File: src/rtl/bps_pkg.sv
package bps_pkg;

    typedef enum logic [2:0] {
        PH_OFF  = 3'd0,
        PH_GAP  = 3'd1,
        PH_CHG  = 3'd2,
        PH_XFR  = 3'd3,
        PH_CLMP = 3'd4
    } phase_e;

    typedef struct packed {
        phase_e ph;
        phase_e after;
    } seq_s;

    localparam int NUM_GATES = 4;

    function automatic phase_e gate_phase(input int idx);
        case (idx)
            0:       return PH_CLMP;
            1:       return PH_XFR;
            2:       return PH_CHG;
            default: return PH_OFF;
        endcase
    endfunction

    function automatic int ns_to_cycles(input longint hz, input longint ns);
        longint c;
        c = (hz * ns) / 64'd1_000_000_000;
        if (c < 1) c = 1;
        return int'(c);
    endfunction

endpackage

File: src/rtl/bps_enable_qual.sv
module bps_enable_qual #(
    parameter int LVL_W = 2
) (
    input  logic [LVL_W-1:0] level,
    input  logic             card_in,
    output logic             run_ok
);
    always_comb begin
        run_ok = card_in && (level != '0);
    end
endmodule

File: src/rtl/bps_phase_timer.sv
module bps_phase_timer #(
    parameter int CHG_CYC = 200,
    parameter int XFR_CYC = 45,
    parameter int CNT_W   = 8
) (
    input  logic clk,
    input  logic rst,
    input  logic restart,
    output logic chg_expired,
    output logic xfr_expired
);
    localparam int          TOP_CYC = (CHG_CYC > XFR_CYC) ? CHG_CYC : XFR_CYC;
    localparam logic [CNT_W-1:0] CNT_SAT = CNT_W'(TOP_CYC - 1);

    logic [CNT_W-1:0] cnt_d, cnt_q;

    always_comb begin
        if (restart)
            cnt_d = '0;
        else if (cnt_q == CNT_SAT)
            cnt_d = cnt_q;
        else
            cnt_d = cnt_q + 1'b1;
        chg_expired = (cnt_q == CNT_W'(CHG_CYC - 1));
        xfr_expired = (cnt_q == CNT_W'(XFR_CYC - 1));
    end

    always_ff @(posedge clk) begin
        if (rst) cnt_q <= '0;
        else     cnt_q <= cnt_d;
    end
endmodule

File: src/rtl/bps_gate_drive.sv
module bps_gate_drive
    import bps_pkg::*;
(
    input  logic                 clk,
    input  logic                 rst,
    input  phase_e               ph_d,
    output logic [NUM_GATES-1:0] gate_q
);
    logic [NUM_GATES-1:0] gate_d;

    for (genvar g = 0; g < NUM_GATES; g++) begin : g_gate
        always_comb begin
            gate_d[g] = (ph_d == gate_phase(g));
        end
        always_ff @(posedge clk) begin
            if (rst) gate_q[g] <= 1'b0;
            else     gate_q[g] <= gate_d[g];
        end
    end
endmodule

File: src/rtl/boost_phase_seq.sv
module boost_phase_seq
    import bps_pkg::*;
#(
    parameter int CLK_HZ       = 50_000_000,
    parameter int CHG_LIMIT_NS = 4000,
    parameter int XFR_TIME_NS  = 900,
    parameter int LVL_W        = 2
) (
    input  logic             clk,
    input  logic             rst,
    input  logic             pk_hit,
    input  logic             out_low,
    input  logic [LVL_W-1:0] level,
    input  logic             card_in,
    output logic             chg_en,
    output logic             xfr_en,
    output logic             clmp_en,
    output logic             pd_en
);
    localparam int CHG_CYC = ns_to_cycles(CLK_HZ, CHG_LIMIT_NS);
    localparam int XFR_CYC = ns_to_cycles(CLK_HZ, XFR_TIME_NS);
    localparam int TOP_CYC = (CHG_CYC > XFR_CYC) ? CHG_CYC : XFR_CYC;
    localparam int CNT_W   = $clog2(TOP_CYC + 1);

    seq_s s_d, s_q;
    logic run_ok;
    logic restart;
    logic chg_expired, xfr_expired;
    logic [NUM_GATES-1:0] gate_q;

    bps_enable_qual #(.LVL_W(LVL_W)) qual_i (
        .level   (level),
        .card_in (card_in),
        .run_ok  (run_ok)
    );

    bps_phase_timer #(.CHG_CYC(CHG_CYC), .XFR_CYC(XFR_CYC), .CNT_W(CNT_W)) timer_i (
        .clk         (clk),
        .rst         (rst),
        .restart     (restart),
        .chg_expired (chg_expired),
        .xfr_expired (xfr_expired)
    );

    always_comb begin
        s_d = s_q;
        if (!run_ok) begin
            s_d.ph = PH_OFF;
        end else begin
            case (s_q.ph)
                PH_OFF: begin
                    s_d.ph    = PH_GAP;
                    s_d.after = out_low ? PH_CHG : PH_CLMP;
                end
                PH_GAP: begin
                    s_d.ph = s_q.after;
                end
                PH_CHG: begin
                    if (pk_hit || chg_expired) begin
                        s_d.ph    = PH_GAP;
                        s_d.after = PH_XFR;
                    end
                end
                PH_XFR: begin
                    if (!out_low) begin
                        s_d.ph    = PH_GAP;
                        s_d.after = PH_CLMP;
                    end else if (xfr_expired) begin
                        s_d.ph    = PH_GAP;
                        s_d.after = PH_CHG;
                    end
                end
                PH_CLMP: begin
                    if (out_low) begin
                        s_d.ph    = PH_GAP;
                        s_d.after = PH_CHG;
                    end
                end
                default: begin
                    s_d.ph = PH_OFF;
                end
            endcase
        end
        restart = (s_d.ph != s_q.ph);
    end

    always_ff @(posedge clk) begin
        if (rst) begin
            s_q.ph    <= PH_OFF;
            s_q.after <= PH_OFF;
        end else begin
            s_q <= s_d;
        end
    end

    bps_gate_drive gate_i (
        .clk    (clk),
        .rst    (rst),
        .ph_d   (s_d.ph),
        .gate_q (gate_q)
    );

    always_comb begin
        clmp_en = gate_q[0];
        xfr_en  = gate_q[1];
        chg_en  = gate_q[2];
        pd_en   = gate_q[3];
    end
endmodule

File: config.mk
export PLATFORM = sky130hd
export DESIGN_NAME = boost_phase_seq
export DESIGN_NICKNAME = d
export VERILOG_FILES = /design/src/rtl/bps_pkg.sv /design/src/rtl/bps_enable_qual.sv /design/src/rtl/bps_phase_timer.sv /design/src/rtl/bps_gate_drive.sv /design/src/rtl/boost_phase_seq.sv
export SDC_FILE = /design/constraint.sdc
export NUM_CORES = 1
export LEC_CHECK = 0
export BUFFER_PORTS_ARGS = -buffer_cell sky130_fd_sc_hd__buf_2
export CAP_MARGIN = 20
export CORE_UTILIZATION = 59
export CTS_CLUSTER_SIZE = 16
export DETAILED_ROUTE_END_ITERATION = 10
export GPL_TIMING_DRIVEN = 0
export HOLD_SLACK_MARGIN = 0.05
export PLACE_DENSITY = 0.81
export SETUP_SLACK_MARGIN = 0.15
export SYNTH_ARGS = -nofsm -noshare
export SYNTH_HDL_FRONTEND = slang
export SYNTH_SLANG_ARGS = --single-unit
File: constraint.sdc
create_clock -name clk -period 2.9 [get_ports clk]
set_input_delay 0.145 -clock clk [delete_from_list [all_inputs] [get_ports clk]]
set_output_delay 0.145 -clock clk [all_outputs]
set_load 0.01 [all_outputs]
==> run_results.csv, run 1 <==
group,metric,value,unit
outcome,status,"finished clean",
cts,worstSkewPairLatency,0.28,ns
yosys,synth_compound_area_share,18.4,%
sta,setup_viol,0,
sta,hold_violations,0,
sta,fmax,0.444,GHz
yosys,synth-xor-area-share,7.51,%
routing,finalWirelength,1.98,mm
routing,wl_per_cell,14.3,µm
cts,htreeDepth,1,
final_layout,antenna-diode-count,0,
yosys,yosys-mux-area-fraction,0,%
yosys,ys_seq_area_share,38.6,%
routing,routed_via_density,6.30,
place,hpwl,1.48,mm
die,fp.dieW,41.8,µm
sta,finalMaxSlewViolations,0,
grt,gr-usage-all-layers,25.4,%
cts,cts_tree,"built",
die,die_area,1750,µm²
critical_path,cp-start-kind,"register",
yosys,synth.ff_latch_count,18,
grt,overflow,0,
sta,setup_tns,0,ns
critical_path,critPathArrivalTime,2.39,ns
cts,clk_pin_slew,0.10,ns
yosys,ys_warn_count,0,
sta,worstMarginPinSlew,0.971,ns
grt,antenna_found_initial,0,
yosys,synth_top_family_by_area,"simple AND/OR/NAND/NOR gates",
critical_path,crit_type,"register to register",
grt,grt_max_degree,11,
grt,grt_pass1_wl,3.45,mm
yosys,synth_top_area_share,38.6,%
yosys,yosys.area_share.simple,29.2,%
sta,rsz0062_at_grt,"false",
flow_run,maxCapViolations,0,
routing,drcViolationCount,0,
routing,vias,876,
final_layout,syn2layout_area_growth,9.79,%
critical_path,slowest_delay,0.62,ns
die,coreArea,1380,µm²
final_layout,final_common_cell,"dfxtp_1",
yosys,synth_cell_types,36,
critical_path,cp_cell_sequence,"clkbuf_1 -> o21bai_1 -> a211oi_1 -> a22oi_2 -> xnor2_1 -> nor4_1",
place,place.gp.congestion,0.821,
cts,cts_buffers,3,
yosys,synth_area_leaders,"dfxtp_1 (39%), nor4_1 (6.0%), xnor2_1 (5.6%), nor2_1 (4.4%), a21oi_1 (4.3%)",
yosys,yosys.area.top_type,"dfxtp_1",
cts,cts_root_buf,"clkbuf_4",
routing,ant_nets,0,
cts,cts_buffer_depth,2,
yosys,syn-mean-instance-area,8.41,µm²
sta,slew_headroom,34.6,%
cts,post_cts_buffers,0,
power,vdd_ir_drop_max,0.315,mV
cts,cts_resized,0,
routing,drtIter0Drc,19,
die,io_pins,11,
sta,timing.final.crit_period,2.25,ns
die,die_h,41.8,µm
yosys,syn-cell-area,933,µm²
yosys,synthAdderAreaFrac,2.68,%
final_layout,fin_nets,135,
sta,period_share,77.7,%
final_layout,drive_gt1_share,14.5,%
die,core.rowCount,13,
critical_path,critical_path.max_fanout,10,
sta,finClkSkew,0.00652,ns
critical_path,critPathCaptureType,"register",
min_path,hold_class,"input port to register",
critical_path,cpLargestDelayFamily,"XOR/XNOR gates",
cts,cts_sinks,18,
power,p_leak,0.000385,µW
cts,hold_buffers,0,
yosys,syn-num-nets,120,
final_layout,mostFrequentLayoutCells,"dfxtp_1 (18), nor2_1 (11), buf_2 (10)",
critical_path,required,3.04,ns
die,start_util,67.5,%
routing,first_pass_iters,4,
grt,grt_pass1_vias,806,
place,io_buffer_count,10,
power,pwr_density_cell,422,nW/µm²
critical_path,cp_slowest_cell,"xnor2_1",
critical_path,critPathBufInv,1,
final_layout,fillers,115,
sta,whs,0.0980,ns
yosys,syn_inst,111,
## cells in the mapped netlist (all sizes together)
cell     instances
a211oi           1
a31oi            2
nand4b           1
nand4bb          1
o21ai            5
inv              6
and3             2
o21bai           2
nand2            7
or3b             1
nand3            3
nor2            11
nand3b           1
o211a            1
xnor2            6
or4              1
o2111a           1
nor3b            2
nor4b            1
o31ai            2
dfxtp           18
clkbuf           3
nand2b           1
nor4             9
or2              3
a21boi           1
or3              1
ha               2
xor2             2
a21oi            8
o21a             2
a22oi            1
nor2b            1
nor3             2
## cell type report
class	instances	area [µm²]	area share [%]
buffer	3	11.3	1.10
clock buffer	3	22.5	2.20
inverter	6	22.5	2.20
multi-input combinational	84	539	52.6
sequential	18	360	35.2
tap	15	18.8	1.83
timing repair buffer	10	50.0	4.88
## power breakdown
| part | internal (µW) | switching [µW] |
|---|---|---|
| clock network | 48.2 | 71.3 |
| registers | 255 | 4.52 |
| logic | 20.1 | 33.8 |
## layer usage
| layer | vias up | GRT usage [%] | share of wire [%] |
|---|---|---|---|
| met3 | 4 | 4.35 | 4.9 |
| li1 | 432 | - | - |
| met2 | 32 | 41.6 | 45 |
| met5 | - | 0 | 0 |
| met4 | 0 | 7.10 | 1.4 |
| met1 | 408 | 34.1 | 48 |
## final timing paths
| kind | depth (start not counted) | end | start | slack [ns] |
|---|---|---|---|---|
| max | 6 | timer_i.cnt_q[6] | s_q[4] | 0.65 |
| min | 2 | s_q[2] | rst | 0.1 |
| max reg2reg | 6 | timer_i.cnt_q[6] | s_q[4] | 0.65 |
| min reg2reg | 2 | s_q[0] | s_q[0] | 0.49 |
## registers in the layout (all words and copies together) (netlist names)
| name | count |
|---|---|
| timer_i.cnt_q | 8 |
| s_q | 6 |
| gate_i.gate_q | 4 |
## per-stage QoR
step                      instance area, µm²  std cells  utilization [%]  worst slack (ns)  total power, µW
after floorplan                          933        111                -             0.971              300
after global placement                  1000        136             72.5             0.848              315
after detailed placement                1000        136             72.5             0.726              318
after CTS                               1020        139             74.1             0.701              437
after global routing                    1020        139             74.1             0.439              458
final                                   1020        139             74.1             0.647              432
## cells by family after synthesis
family,Yosys count
AOI/OAI and AO/OA,26
xor gates and xnor gates,8
adders and majority gates,2
buffers and inverters,9
DFF,18
and+or+nand+nor,48
## worst reg2reg max path, cell delays in order (launching register included)
cell and delay, ns:
dfxtp_1 0.38, clkbuf_1 0.38, o21bai_1 0.11, a211oi_1 0.31, a22oi_2 0.16, xnor2_1 0.62, nor4_1 0.15
Power figures use the tool's default switching activity.
==> run 2: changes to the inputs <==
- ABC_AREA: not set -> 1
- CORE_UTILIZATION: 59 -> 51
- PLACE_DENSITY: 0.81 -> 0.74
- clock period: 2.9 -> 1.9 ns (I/O delays scaled with it)
==> run_results.csv, run 2 <==
group,metric,value,unit
critical_path,crit_type,"register to register",
sta,hold_violations,0,
yosys,synth_compound_area_share,5.73,%
grt,grt_max_degree,11,
yosys,ys.flop_type,"dfxtp_1",
grt,grt_pass1_vias,696,
final_layout,reg.largest.list,"timer_i.cnt_q: 8 flops, s_q: 6 flops, gate_i.gate_q: 4 flops",
yosys,syn-mean-instance-area,7.66,µm²
power,pwr-share-clk,32.7,%
cts,cts_buffers,3,
final_layout,drive_gt1_share,33.3,%
cts,post_cts_buffers,0,
final_layout,fin_nets,157,
sta,timing.final.crit_period,1.61,ns
sta,finalMaxSlewViolations,0,
die,core.rowCount,15,
cts,worstSkewPairLatency,0.30,ns
yosys,syn_inst,134,
flow_run,maxCapViolations,0,
yosys,synth-xor-area-share,4.27,%
sta,fin_ws,0.288,ns
place,place.gp.congestion,0.846,
yosys,yosysMostFrequentCell,"nand2_1",
power,p_total,731,µW
power,power_frac_seq,54.4,%
final_layout,mostFrequentLayoutCells,"nand2_1 (21), dfxtp_1 (17), inv_1 (16)",
cts,cts_sinks,18,
cts,clk_pin_slew,0.11,ns
sta,fmax,0.620,GHz
critical_path,cp-start-kind,"register",
die,fp.dieW,46.9,µm
yosys,synth.ff_latch_count,18,
sta,slew_headroom,79.0,%
final_layout,largest_reg_flops,8,
cts,cts_buffer_depth,2,
grt,grt_pass1_wl,2.78,mm
sta,finClkSkew,0.00704,ns
critical_path,critPathCaptureType,"register",
yosys,syn-num-nets,143,
yosys,async_flop_share,0,%
routing,vias,834,
cts,cts_root_buf,"clkbuf_4",
die,die_area,2190,µm²
final_layout,fin_util,63.7,%
min_path,hold_class,"input port to register",
routing,drcViolationCount,0,
power,p_comb_share,12.9,%
yosys,synthAdderAreaFrac,2.44,%
yosys,yosys.area.top_type,"dfxtp_1",
yosys,synth_top_area_share,35.1,%
final_layout,seq_area,362,µm²
grt,antenna_found_initial,0,
final_layout,largest_register,"timer_i.cnt_q",
yosys,yosys.area_share.simple,44.8,%
sta,period_share,84.9,%
yosys,synth_cell_types,25,
yosys,yosys-mux-area-fraction,0,%
final_layout,multiInputGateArea,594,µm²
place,io_buffer_count,9,
die,die_h,46.9,µm
yosys,yosys-top-cells-count,"nand2_1 (21), dfxtp_1 (18), inv_1 (16)",
yosys,ys_seq_area_share,35.1,%
final_layout,final_common_cell,"nand2_1",
routing,drtIter0Drc,13,
routing,ant_nets,0,
power,p_leak,0.000515,µW
yosys,syn-cell-area,1030,µm²
cts,htreeDepth,1,
critical_path,critPathArrivalTime,1.84,ns
routing,wl_per_cell,9.98,µm
critical_path,required,2.13,ns
routing,first_pass_iters,3,
sta,setup_tns,0,ns
die,coreArea,1800,µm²
power,pwr_density_cell,637,nW/µm²
die,io_pins,11,
routing,routed_via_density,4.85,
grt,overflow,0,
power,power.internal,540,µW
final_layout,syn2layout_area_growth,11.8,%
grt,gr-usage-all-layers,17.8,%
die,start_util,56.9,%
power,p_switching,191,µW
place,hpwl,1.35,mm
yosys,synth_area_leaders,"dfxtp_1 (35%), nor3_2 (9.8%), nand2_1 (7.7%), inv_1 (5.9%), nor2_1 (5.5%)",
final_layout,antenna-diode-count,0,
outcome,status,"finished clean",
cts,cts_tree,"built",
yosys,synth_edf_count,0,
critical_path,critical_path.max_fanout,8,
routing,finalWirelength,1.72,mm
sta,setup_viol,0,
power,swShare,26.1,%
power,vdd_ir_drop_max,0.533,mV
sta,worstMarginPinSlew,0.314,ns
place,dpl_worst_slack,0.276,ns
sta,rsz0062_at_grt,"false",
yosys,ys_warn_count,0,
final_layout,fillers,173,
yosys,synth_top_family_by_area,"simple AND/OR/NAND/NOR gates",
[run 2: cell types whose count changed after synthesis, moves of 4 or more]
cell	previous run	this run
nand2_2	0	8
nor4_1	9	0
nor2_2	0	4
inv_2	0	4
nand3_1	3	7
nor3_2	0	10
a21oi_1	8	2
nand2_1	7	21
xnor2_1	6	0
nor2_1	11	15
inv_1	6	16
[run 2: through the flow]
step,std cells,hold slack (ns),area [µm²]
finish,172,0.109,1150
global route,172,0.143,1150
CTS,172,0.113,1140
detailed placement,168,0.426,1100
global placement,168,0.422,1100
floorplan,134,0.357,1030
[run 2: logic make-up after synthesis]
group | count (synthesis)
AO/OA/AOI/OAI | 10
XOR/XNOR | 5
adder cells (fa/ha/maj) | 2
buffers and inverters | 21
flip-flops | 18
AND/OR/NAND/NOR | 78
[run 2: worst paths after layout]
kind	depth (start not counted)	slack, ns	startpoint	end
min	2	0.11	rst	s_q[2]
max reg2reg	11	0.29	timer_i.cnt_q[1]	timer_i.cnt_q[5]
max	11	0.29	timer_i.cnt_q[1]	timer_i.cnt_q[5]
min reg2reg	2	0.47	s_q[1]	s_q[1]
[run 2: critical path, stage by stage (launching register included)]
cell     delay, ns
dfxtp_1       0.37
ha_2          0.22
nand2_2       0.08
nor2_4        0.13
nand2_4       0.08
nand2_2       0.07
nand2_1       0.05
nand2_2       0.10
nand2_4       0.07
nand2_2       0.09
nand2_4       0.10
nor3_2        0.17
[run 2: layout make-up]
cell class	instances	share of cell area, %
repair buffers	9	3.93
flip-flops and latches	18	31.5
plain buffers	1	0.327
multi-input cells	95	51.8
inverters	20	6.54
clock buffers	4	3.16
well taps	25	2.73
[run 2: timing repair]
action | in CTS | in global routing
gates resized for setup | 0 | 3
setup endpoints to repair | 0 | 8
hold buffers | 0 | 0
[run 2: routing by layer]
layer	vias to the layer above	routed length (µm)	GRT usage, %
met3	4	35	4.62
met1	368	816	22.7
met4	0	23	5.14
met5	-	0	0
li1	453	-	-
met2	9	840	29.7
[run 2: power groups by stage]
stage	registers, µW	clock network, µW	logic, µW
CTS	397	245	95.1
floorplan	405	0	73.7
detailed placement	406	0	94.7
global placement	405	0	92.7
finish	398	239	94.5
global route	399	258	108
